==> src/rtl/dbgpin_pkg.sv <==
package dbgpin_pkg;

    localparam int NPIN    = 7;
    localparam int FW      = 2;
    localparam int NEV     = 4;
    localparam int CTRL_W  = 16;
    localparam int MASK_W  = NPIN * NEV;
    localparam int BUS_W   = (CTRL_W > MASK_W) ? CTRL_W : MASK_W;
    localparam int TX_PIN  = 4;
    localparam int BOOT_PIN = 0;

    localparam logic [CTRL_W-1:0] CTRL_RST = '1;
    localparam logic [MASK_W-1:0] MASK_RST = MASK_W'(1);

    typedef enum logic [FW-1:0] {
        PM_OFF  = 2'b00,
        PM_CHAN = 2'b01,
        PM_OUT  = 2'b10,
        PM_FULL = 2'b11
    } pin_mode_e;

    typedef struct packed {
        logic trc_off;
        logic trc_on;
        logic exc;
        logic dbg;
    } ev_t;

    function automatic pin_mode_e mode_of(input logic [CTRL_W-1:0] ctrl, input int n);
        return pin_mode_e'(ctrl[FW*n +: FW]);
    endfunction

    function automatic logic mode_listens(input pin_mode_e m);
        return (m == PM_CHAN) || (m == PM_FULL);
    endfunction

endpackage

==> src/rtl/dbgpin_sync.sv <==
module dbgpin_sync #(
    parameter int W = 1,
    parameter int N = 2
) (
    input  logic         clk,
    input  logic         rst,
    input  logic [W-1:0] d_i,
    output logic [W-1:0] q_o
);
    logic [W-1:0] stage_q [N];

    always_ff @(posedge clk) begin
        if (rst) begin
            for (int i = 0; i < N; i++) stage_q[i] <= '0;
        end else begin
            stage_q[0] <= d_i;
            for (int i = 1; i < N; i++) stage_q[i] <= stage_q[i-1];
        end
    end

    assign q_o = stage_q[N-1];
endmodule

==> src/rtl/dbgpin_regs.sv <==
module dbgpin_regs
    import dbgpin_pkg::*;
(
    input  logic              clk,
    input  logic              rst,
    input  logic              we_i,
    input  logic              sel_i,
    input  logic [BUS_W-1:0]  wdata_i,
    output logic [BUS_W-1:0]  rdata_o,
    output logic [CTRL_W-1:0] ctrl_o,
    output logic [MASK_W-1:0] mask_o
);
    logic [CTRL_W-1:0] ctrl_q;
    logic [MASK_W-1:0] mask_q;

    always_ff @(posedge clk) begin
        if (rst) begin
            ctrl_q <= CTRL_RST;
            mask_q <= MASK_RST;
        end else if (we_i) begin
            if (sel_i) mask_q <= wdata_i[MASK_W-1:0];
            else       ctrl_q <= wdata_i[CTRL_W-1:0];
        end
    end

    always_comb begin
        rdata_o = '0;
        if (sel_i) rdata_o[MASK_W-1:0] = mask_q;
        else       rdata_o[CTRL_W-1:0] = ctrl_q;
    end

    assign ctrl_o = ctrl_q;
    assign mask_o = mask_q;
endmodule

==> src/rtl/dbgpin_txflag.sv <==
module dbgpin_txflag (
    input  logic clk,
    input  logic rst,
    input  logic set_i,
    input  logic clr_i,
    output logic flag_o
);
    logic flag_q;

    always_ff @(posedge clk) begin
        if (rst)        flag_q <= 1'b0;
        else if (set_i) flag_q <= 1'b1;
        else if (clr_i) flag_q <= 1'b0;
    end

    assign flag_o = flag_q;
endmodule

==> src/rtl/dbgpin_lane.sv <==
module dbgpin_lane
    import dbgpin_pkg::*;
(
    input  pin_mode_e      mode_i,
    input  logic [NEV-1:0] mask_i,
    input  logic           lvl_i,
    input  logic           prev_i,
    output logic           chan_o,
    output ev_t            ev_o,
    output logic           oe_o
);
    logic rise;

    always_comb begin
        rise   = lvl_i & ~prev_i;
        chan_o = lvl_i & mode_listens(mode_i);
        oe_o   = (mode_i == PM_OUT);
        ev_o   = '0;
        if (rise && mode_i == PM_FULL) ev_o = ev_t'(mask_i);
    end
endmodule

==> src/rtl/dbgpin_ctrl.sv <==
module dbgpin_ctrl
    import dbgpin_pkg::*;
#(
    parameter int SYNC_N = 2
) (
    input  logic             clk,
    input  logic             rst,
    input  logic             cfg_we_i,
    input  logic             cfg_sel_i,
    input  logic [BUS_W-1:0] cfg_wdata_i,
    output logic [BUS_W-1:0] cfg_rdata_o,
    input  logic [NPIN-1:0]  pin_in_i,
    output logic [NPIN-1:0]  pin_out_o,
    output logic [NPIN-1:0]  pin_oe_o,
    input  logic             tx_wr_i,
    input  logic             tx_rd_done_i,
    input  logic             core_idle_i,
    output logic [NPIN-1:0]  chan_en_o,
    output logic             ev_dbg_o,
    output logic             ev_exc_o,
    output logic             ev_trc_on_o,
    output logic             ev_trc_off_o,
    output logic             dbg_hold_o
);
    localparam int CW = $clog2(SYNC_N + 1);

    logic [CTRL_W-1:0] ctrl_q;
    logic [MASK_W-1:0] mask_q;
    logic [NPIN-1:0]   lvl, prev_q;
    logic              tx_flag;
    ev_t               lane_ev [NPIN];
    ev_t               ev_all;
    logic [CW-1:0]     settle_q;
    logic              boot_q;

    dbgpin_regs u_regs (
        .clk(clk), .rst(rst), .we_i(cfg_we_i), .sel_i(cfg_sel_i),
        .wdata_i(cfg_wdata_i), .rdata_o(cfg_rdata_o),
        .ctrl_o(ctrl_q), .mask_o(mask_q)
    );

    dbgpin_sync #(.W(NPIN), .N(SYNC_N)) u_sync (
        .clk(clk), .rst(rst), .d_i(pin_in_i), .q_o(lvl)
    );

    dbgpin_txflag u_tx (
        .clk(clk), .rst(rst), .set_i(tx_wr_i), .clr_i(tx_rd_done_i), .flag_o(tx_flag)
    );

    always_ff @(posedge clk) begin
        if (rst) prev_q <= '0;
        else     prev_q <= lvl;
    end

    for (genvar n = 0; n < NPIN; n++) begin : g_lane
        dbgpin_lane u_lane (
            .mode_i(mode_of(ctrl_q, n)),
            .mask_i(mask_q[NEV*n +: NEV]),
            .lvl_i(lvl[n]),
            .prev_i(prev_q[n]),
            .chan_o(chan_en_o[n]),
            .ev_o(lane_ev[n]),
            .oe_o(pin_oe_o[n])
        );
        if (n == TX_PIN) begin : g_tx
            assign pin_out_o[n] = pin_oe_o[n] & tx_flag;
        end else begin : g_zero
            assign pin_out_o[n] = 1'b0;
        end
    end

    always_comb begin
        ev_all = '0;
        for (int n = 0; n < NPIN; n++) ev_all = ev_all | lane_ev[n];
    end

    assign ev_dbg_o     = ev_all.dbg;
    assign ev_exc_o     = ev_all.exc;
    assign ev_trc_on_o  = ev_all.trc_on;
    assign ev_trc_off_o = ev_all.trc_off;

    // boot window: closes once the synchroniser has filled and pin 0 reads low
    always_ff @(posedge clk) begin
        if (rst) begin
            settle_q <= '0;
            boot_q   <= 1'b1;
        end else begin
            if (settle_q != CW'(SYNC_N)) settle_q <= settle_q + 1'b1;
            else if (!lvl[BOOT_PIN])      boot_q   <= 1'b0;
        end
    end

    assign dbg_hold_o = lvl[BOOT_PIN]
                      & (mode_of(ctrl_q, BOOT_PIN) == PM_FULL)
                      & mask_q[NEV*BOOT_PIN]
                      & (boot_q | core_idle_i);
endmodule

==> config.mk <==
export PLATFORM = sky130hd
export DESIGN_NAME = dbgpin_ctrl
export DESIGN_NICKNAME = d
export VERILOG_FILES = /design/src/rtl/dbgpin_pkg.sv /design/src/rtl/dbgpin_sync.sv /design/src/rtl/dbgpin_regs.sv /design/src/rtl/dbgpin_txflag.sv /design/src/rtl/dbgpin_lane.sv /design/src/rtl/dbgpin_ctrl.sv
export SDC_FILE = /design/constraint.sdc
export NUM_CORES = 1
export LEC_CHECK = 0
export BUFFER_PORTS_ARGS = -buffer_cell sky130_fd_sc_hd__buf_2
export CAP_MARGIN = 10
export CELL_PAD_IN_SITES_DETAIL_PLACEMENT = 0
export CELL_PAD_IN_SITES_GLOBAL_PLACEMENT = 2
export CORE_MARGIN = 2
export CORE_UTILIZATION = 27
export CTS_CLUSTER_DIAMETER = 40
export CTS_CLUSTER_SIZE = 10
export DETAILED_ROUTE_END_ITERATION = 10
export PLACE_DENSITY = 0.76
export SYNTH_ARGS = -nofsm -noshare
export SYNTH_HDL_FRONTEND = slang
export SYNTH_SLANG_ARGS = --single-unit
==> constraint.sdc <==
create_clock -name clk -period 0.9 [get_ports clk]
set_input_delay 0.045 -clock clk [delete_from_list [all_inputs] [get_ports clk]]
set_output_delay 0.045 -clock clk [all_outputs]
set_load 0.005 [all_outputs]
# Yosys cells after proc, flatten, opt, wreduce, memory -nomap -nowiden
# Memories as Yosys holds them, arrays and structs flattened.
# Index checks and enable logic that the tools add are counted.
totals:
  n_memories: 1
  reg_bits: 55
  elab_cells: 101
  input_bits: 42
  mem_bits_rw: 14
  out_inout_bits: 54
classes:
  n_eq_ne: 22
  reduce_logical: 18
  n_addsub: 1
  mux: 16
  n_bitwise: 37
mem_list:
  columns: ["memory", "depth", "word_bits", "rd", "rd_clocked_by_memory_dff", "write_ports", "line_no", "source"]
  rows:
  - ["u_sync.stage_q", 2, 7, 2, 0, 2, "dbgpin_sync.sv:10", "logic [W-1:0] stage_q [N];"]
op_table:
  columns: ["operator", "n"]
  rows:
  - ["== test 2 bit (second input constant)", 14]
  - ["two-way mux 4 bit", 7]
  - ["OR 4 bit", 6]
  - ["bitwise AND 1 bit", 18]
  - ["two-way mux 16 bit", 1]
  - ["== test 2 x 1 -> 1 bit (second input constant)", 7]
  - ["two-way mux 7 bit", 2]
  - ["two-way mux 12 bit", 1]
  - ["inverter 1 bit", 10]
  - ["logical AND 1 bit", 7]
  - ["logical OR 1 bit", 7]
  - ["AND reduction 2 bit", 3]
  - ["two-way mux 1 bit", 5]
  - ["OR 1 bit", 3]
  - ["adder 2 x 1 -> 2 bit (second input constant)", 1]
  - ["!= test 2 bit (second input constant)", 1]
  - ["nonzero test 2 bit", 1]

# Depth between registers and ports, before layout
depth:
  depth_word: 10
  depth_mapped: 5
  mapped_depth_nobuf: 5

# Hierarchy
# A second synthesis with hierarchy kept.
unflattened:
  hier_cells: 367
  hier_area_um2: 3415.8
by_module_without_submodules:
  columns: ["mod", "area_per_inst_um2", "cells_per_inst", "instances", "seq_area_each_um2"]
  rows:
  - ["dbgpin_regs", 2135.8, 228, 1, 880.8]
  - ["dbgpin_sync", 460.4, 36, 1, 280.3]
  - ["dbgpin_ctrl", 439.2, 50, 1, 200.2]
  - ["dbgpin_lane", 48.8, 7, 7, 0.0]
  - ["dbgpin_txflag", 38.8, 4, 1, 20.0]

# Least setup slack after synthesis
# OpenSTA, ideal clock, no wires.
synth_timing:
  kind: "reg2out"
  startpoint: "register u_regs.ctrl_q[1] (netlist: u_regs.ctrl_o[1])"
  endpoint: "output port ev_dbg_o"
  t_arrival_ps: 969
  required_ps: 855
  stages_incl_launch_ff: 4
  path_slack_ps: -114
  n_path_buf: 0
  path_cell_list: "dfxtp_1 and4b_1 a222oi_1 nand3_1"
synth_between:
  elab_chain_cells: 9
synth_rtl:
  columns: ["element", "line_no", "source"]
  rows:
  - ["start, declared", "dbgpin_regs.sv:13", "logic [CTRL_W-1:0] ctrl_q;"]
  - ["start signal, assigned", "dbgpin_regs.sv:22", "else ctrl_q <= wdata_i[CTRL_W-1:0];"]
  - ["== test 2 bit", "dbgpin_lane.sv:19", "if (rise && mode_i == PM_FULL) ev_o = ev_t'(mask_i);"]
  - ["logical AND 1 bit", "dbgpin_lane.sv:19", null]
  - ["two-way mux 4 bit", "dbgpin_lane.sv:19", null]
  - ["OR 4 bit (6 in series)", "dbgpin_ctrl.sv:74", "for (int n = 0; n < NPIN; n++) ev_all = ev_all | lane_ev[n];"]
  - ["end, declared", "dbgpin_ctrl.sv:19", "output logic ev_dbg_o,"]
# No other way between the ends.

==> impl_metrics.py <==
metrics = {
    "outcome": {
        "status": "finished, violations left",
        "violations": "negative setup slack",
    },
    "detailed_routing": {
        "routed_wl_um": 9230,
        "first_pass_iters": 4,
        "vias": 2815,
        "drtIter0Drc": 81,
        "routedWlPerCell_um": 14.6,
        "drc_errors": 0,
        "detail_route.vias_per_cell": 4.47,
        "drtAntennaViolNets": 0,
    },
    "worst_setup_path": {
        "critical_path_class": "reg -> out",
        "slowest_stage": "a222oi_1",
        "cp_top_family": "simple AND/OR/NAND/NOR gates",
        "r2r_setup_slack_ns": -0.03,
        "cp-start-kind": "flop",
        "endpoint_kind": "primary output",
        "path_buf_inv": 1,
        "path_cells": "and4b_1 > a222oi_1 > nand3_1 > buf_2",
        "required_ns": 0.85,
        "cp_max_fo": 4,
        "slowest_delay_ns": 0.37,
        "crit_arrival_ns": 1.57,
    },
    "pwr": {
        "p_sw_uw": 1930,
        "peakVddDrop_mv": 0.708,
        "p_sw_share_pct": 24.5,
        "p_per_area_nw_per_um2": 1570,
        "combPwrFrac_pct": 21.4,
        "p_clk_share_pct": 35.0,
        "power.leakage_uw": 0.00231,
        "sequentialPowerShare_pct": 43.6,
        "internal_power_uw": 5940,
    },
    "sta": {
        "final_max_slew_viol_count": 0,
        "min_period_over_period_pct": 180,
        "rsz0062_at_grt": "yes",
        "finalWorstSetupSlack_ns": -0.719,
        "finalSetupTns_ns": -11.99,
        "clock-skew-final_ns": 0.0116,
        "timing.hold.ws_ns": 0.129,
        "max_freq_mhz": 618,
        "finalCriticalPeriod_ns": 1.62,
        "hold_violations": 0,
        "setup_viol": 51,
    },
    "logic_synthesis": {
        "seq_area_frac_synth_pct": 45.6,
        "ys_types": 27,
        "ys_seq_elements": 69,
        "synth_area_um2": 3030,
        "synthCells": 328,
        "synth_warnings": 0,
        "syn_area_per_cell_um2": 9.23,
    },
    "clock_tree": {
        "cts_tree": "built",
        "cts.path.max_buffers": 2,
        "clkTransAtPathRegs_ns": 0.08,
        "clock_latency_ns": 0.34,
        "ctsRootBufferMaster": "clkbuf_8",
        "cts_num_sinks": 69,
        "h-tree-depth": 3,
        "numCtsBuffers": 9,
    },
    "floorplan": {
        "die_width_um": 110,
        "start_util_pct": 27.8,
        "die-area_um2": 12100,
        "pin_count": 96,
        "rows": 38,
        "die-height_um": 110,
        "core_um2": 10900,
    },
    "place": {
        "io_buffers": 89,
        "hpwl_um": 6520,
        "place_area_um2": 3810,
        "post-place-ws_ns": -0.314,
        "gp_congestion": 0.781,
    },
    "global_routing": {
        "grt-ovfl-total": 0,
        "grt_max_degree": 41,
        "antenna_found_initial": 0,
        "grt_usage_pct": 15.6,
        "grt_first_pass_wirelength_um": 14000,
        "first_global_vias": 2705,
    },
    "layout": {
        "final_area_um2": 5010,
        "areaGrowthSynthToFinish_pct": 65.6,
        "nNetsFinal": 529,
        "drive_gt1_share_pct": 50.8,
        "fill_cells": 1033,
        "post-route-util_pct": 46.0,
        "diodes": 0,
    },
    "flow_run": {
        "maxCapViolCount": 0,
    },
    "min_path": {
        "hold_path_class": "in -> reg",
    },
}
[layout make-up]
cell class	instances	area [um^2]	area share, %
clock buffers	11	141	2.82
clock inverters	4	72.6	1.45
inverters	2	7.51	0.150
multi-input cells	223	1590	31.8
flip-flops and latches	69	1430	28.6
well taps	140	175	3.50
repair buffers	181	1590	31.8
[worst reg2reg max path, delay by kind of cell (launching register included)]
family | cells | cell delay [ns]
and+or+nand+nor | 1 | 0.11
DFF | 1 | 0.33
buffers and inverters | 1 | 0.12
AOI/OAI and AO/OA | 1 | 0.26
[synthesized netlist by cell type]
master,n,share of area (%)
a21oi_1,29,4.8
conb_1,1,0.12
dfxtp_1,69,46
nand3_1,4,0.66
clkbuf_1,9,1.1
nor2b_4,1,0.45
o2111a_1,1,0.37
nand2_2,1,0.21
and2_1,21,4.3
a211o_1,16,4.6
nand2b_1,1,0.21
clkbuf_2,1,0.17
nand3b_1,1,0.25
nand2_1,56,6.9
inv_1,2,0.25
mux2_2,16,6.0
a22oi_1,8,2.0
xor2_1,1,0.29
a222oi_1,4,1.3
and4b_1,7,2.3
nor2_1,4,0.50
ha_1,1,0.41
buf_6,5,1.9
buf_2,1,0.17
nor2b_1,44,9.1
a21o_1,1,0.25
buf_4,23,5.7
[logic make-up (layout without fill, tap and decap cells)]
logic type	count (synthesis)	after routing	share of synthesized area, %
buffers and inverters	41	198	9.26
AOI/OAI and AO/OA	59	59	13.4
muxes	16	16	5.95
xor gates and xnor gates	1	1	0.289
DFF	69	69	45.6
and+or+nand+nor	140	140	25.0
adders and majority gates	1	1	0.413
other	1	6	0.124
[routing by layer]
| layer | global-route usage [%] | up-vias | wire, um |
|---|---|---|---|
| met2 | 25.2 | 80 | 4470 |
| li1 | - | 1400 | - |
| met5 | 0 | - | 0 |
| met3 | 3.38 | 7 | 461 |
| met1 | 20.3 | 1328 | 4200 |
| met4 | 5.61 | 0 | 90 |
[sequential cells by signal (all words and copies together) (netlist names)]
| signal | flops |
|---|---|
| u_regs.ctrl_o | 16 |
| settle_q | 2 |
| boot_q | 1 |
| u_tx.flag_o | 1 |
| u_regs.mask_o | 28 |
| u_sync.stage_q | 14 |
| prev_q | 7 |
[power groups by stage]
stage / Clock [uW] / Combinational [uW] / Sequential [uW]
3_3_place_gp: 0 / 1170 / 3440
6_report: 2750 / 1680 / 3430
2_1_floorplan: 0 / 684 / 3420
5_1_grt: 2960 / 1850 / 3460
3_5_place_dp: 0 / 1180 / 3450
4_1_cts: 2840 / 1550 / 3430
[worst paths after layout]
kind,start,end,cells past startpoint
min reg2reg,u_sync.stage_q[0][1]$_SDFF_PP0_,u_sync.stage_q[0][8]$_SDFF_PP0_,1
max,u_sync.stage_q[0][13]$_SDFF_PP0_,ev_trc_off_o,4
min,rst,u_regs.mask_o[27]$_SDFFE_PP0P_,3
max reg2reg,u_regs.ctrl_o[2]$_SDFFE_PP1P_,u_regs.ctrl_o[2]$_SDFFE_PP1P_,3
[placed cells by master, fill, tap and decap left out, drive strengths merged]
cell,netlist,layout
nor2,4,4
mux2,16,16
nand2b,1,1
conb,1,6
clkinvlp,0,1
xor2,1,1
and2,21,21
a211o,16,16
dlygate4sd3,0,37
inv,2,2
dfxtp,69,69
bufinv,0,2
nor2b,45,45
nand3,4,4
a222oi,4,4
and4b,7,7
a21o,1,1
buf,29,144
clkinv,0,1
o2111a,1,1
nand2,57,57
a22oi,8,8
clkbuf,10,11
a21oi,29,29
ha,1,1
nand3b,1,1
[metrics by stage]
step | std cells | power, uW
2_1_floorplan | 333 | 4110
3_3_place_gp | 570 | 4610
3_5_place_dp | 570 | 4640
4_1_cts | 624 | 7820
5_1_grt | 630 | 8260
6_report | 630 | 7870
[what timing repair did]
action,CTS,global route
hold buffers,37,0
setup buffers,2,10
pin swaps,10,18
endpoints found under the setup margin,64,64
endpoints found under the hold margin,52,0
resized for setup,109,42
gates cloned,0,0
No activity file was read; power rests on OpenSTA's default activity.
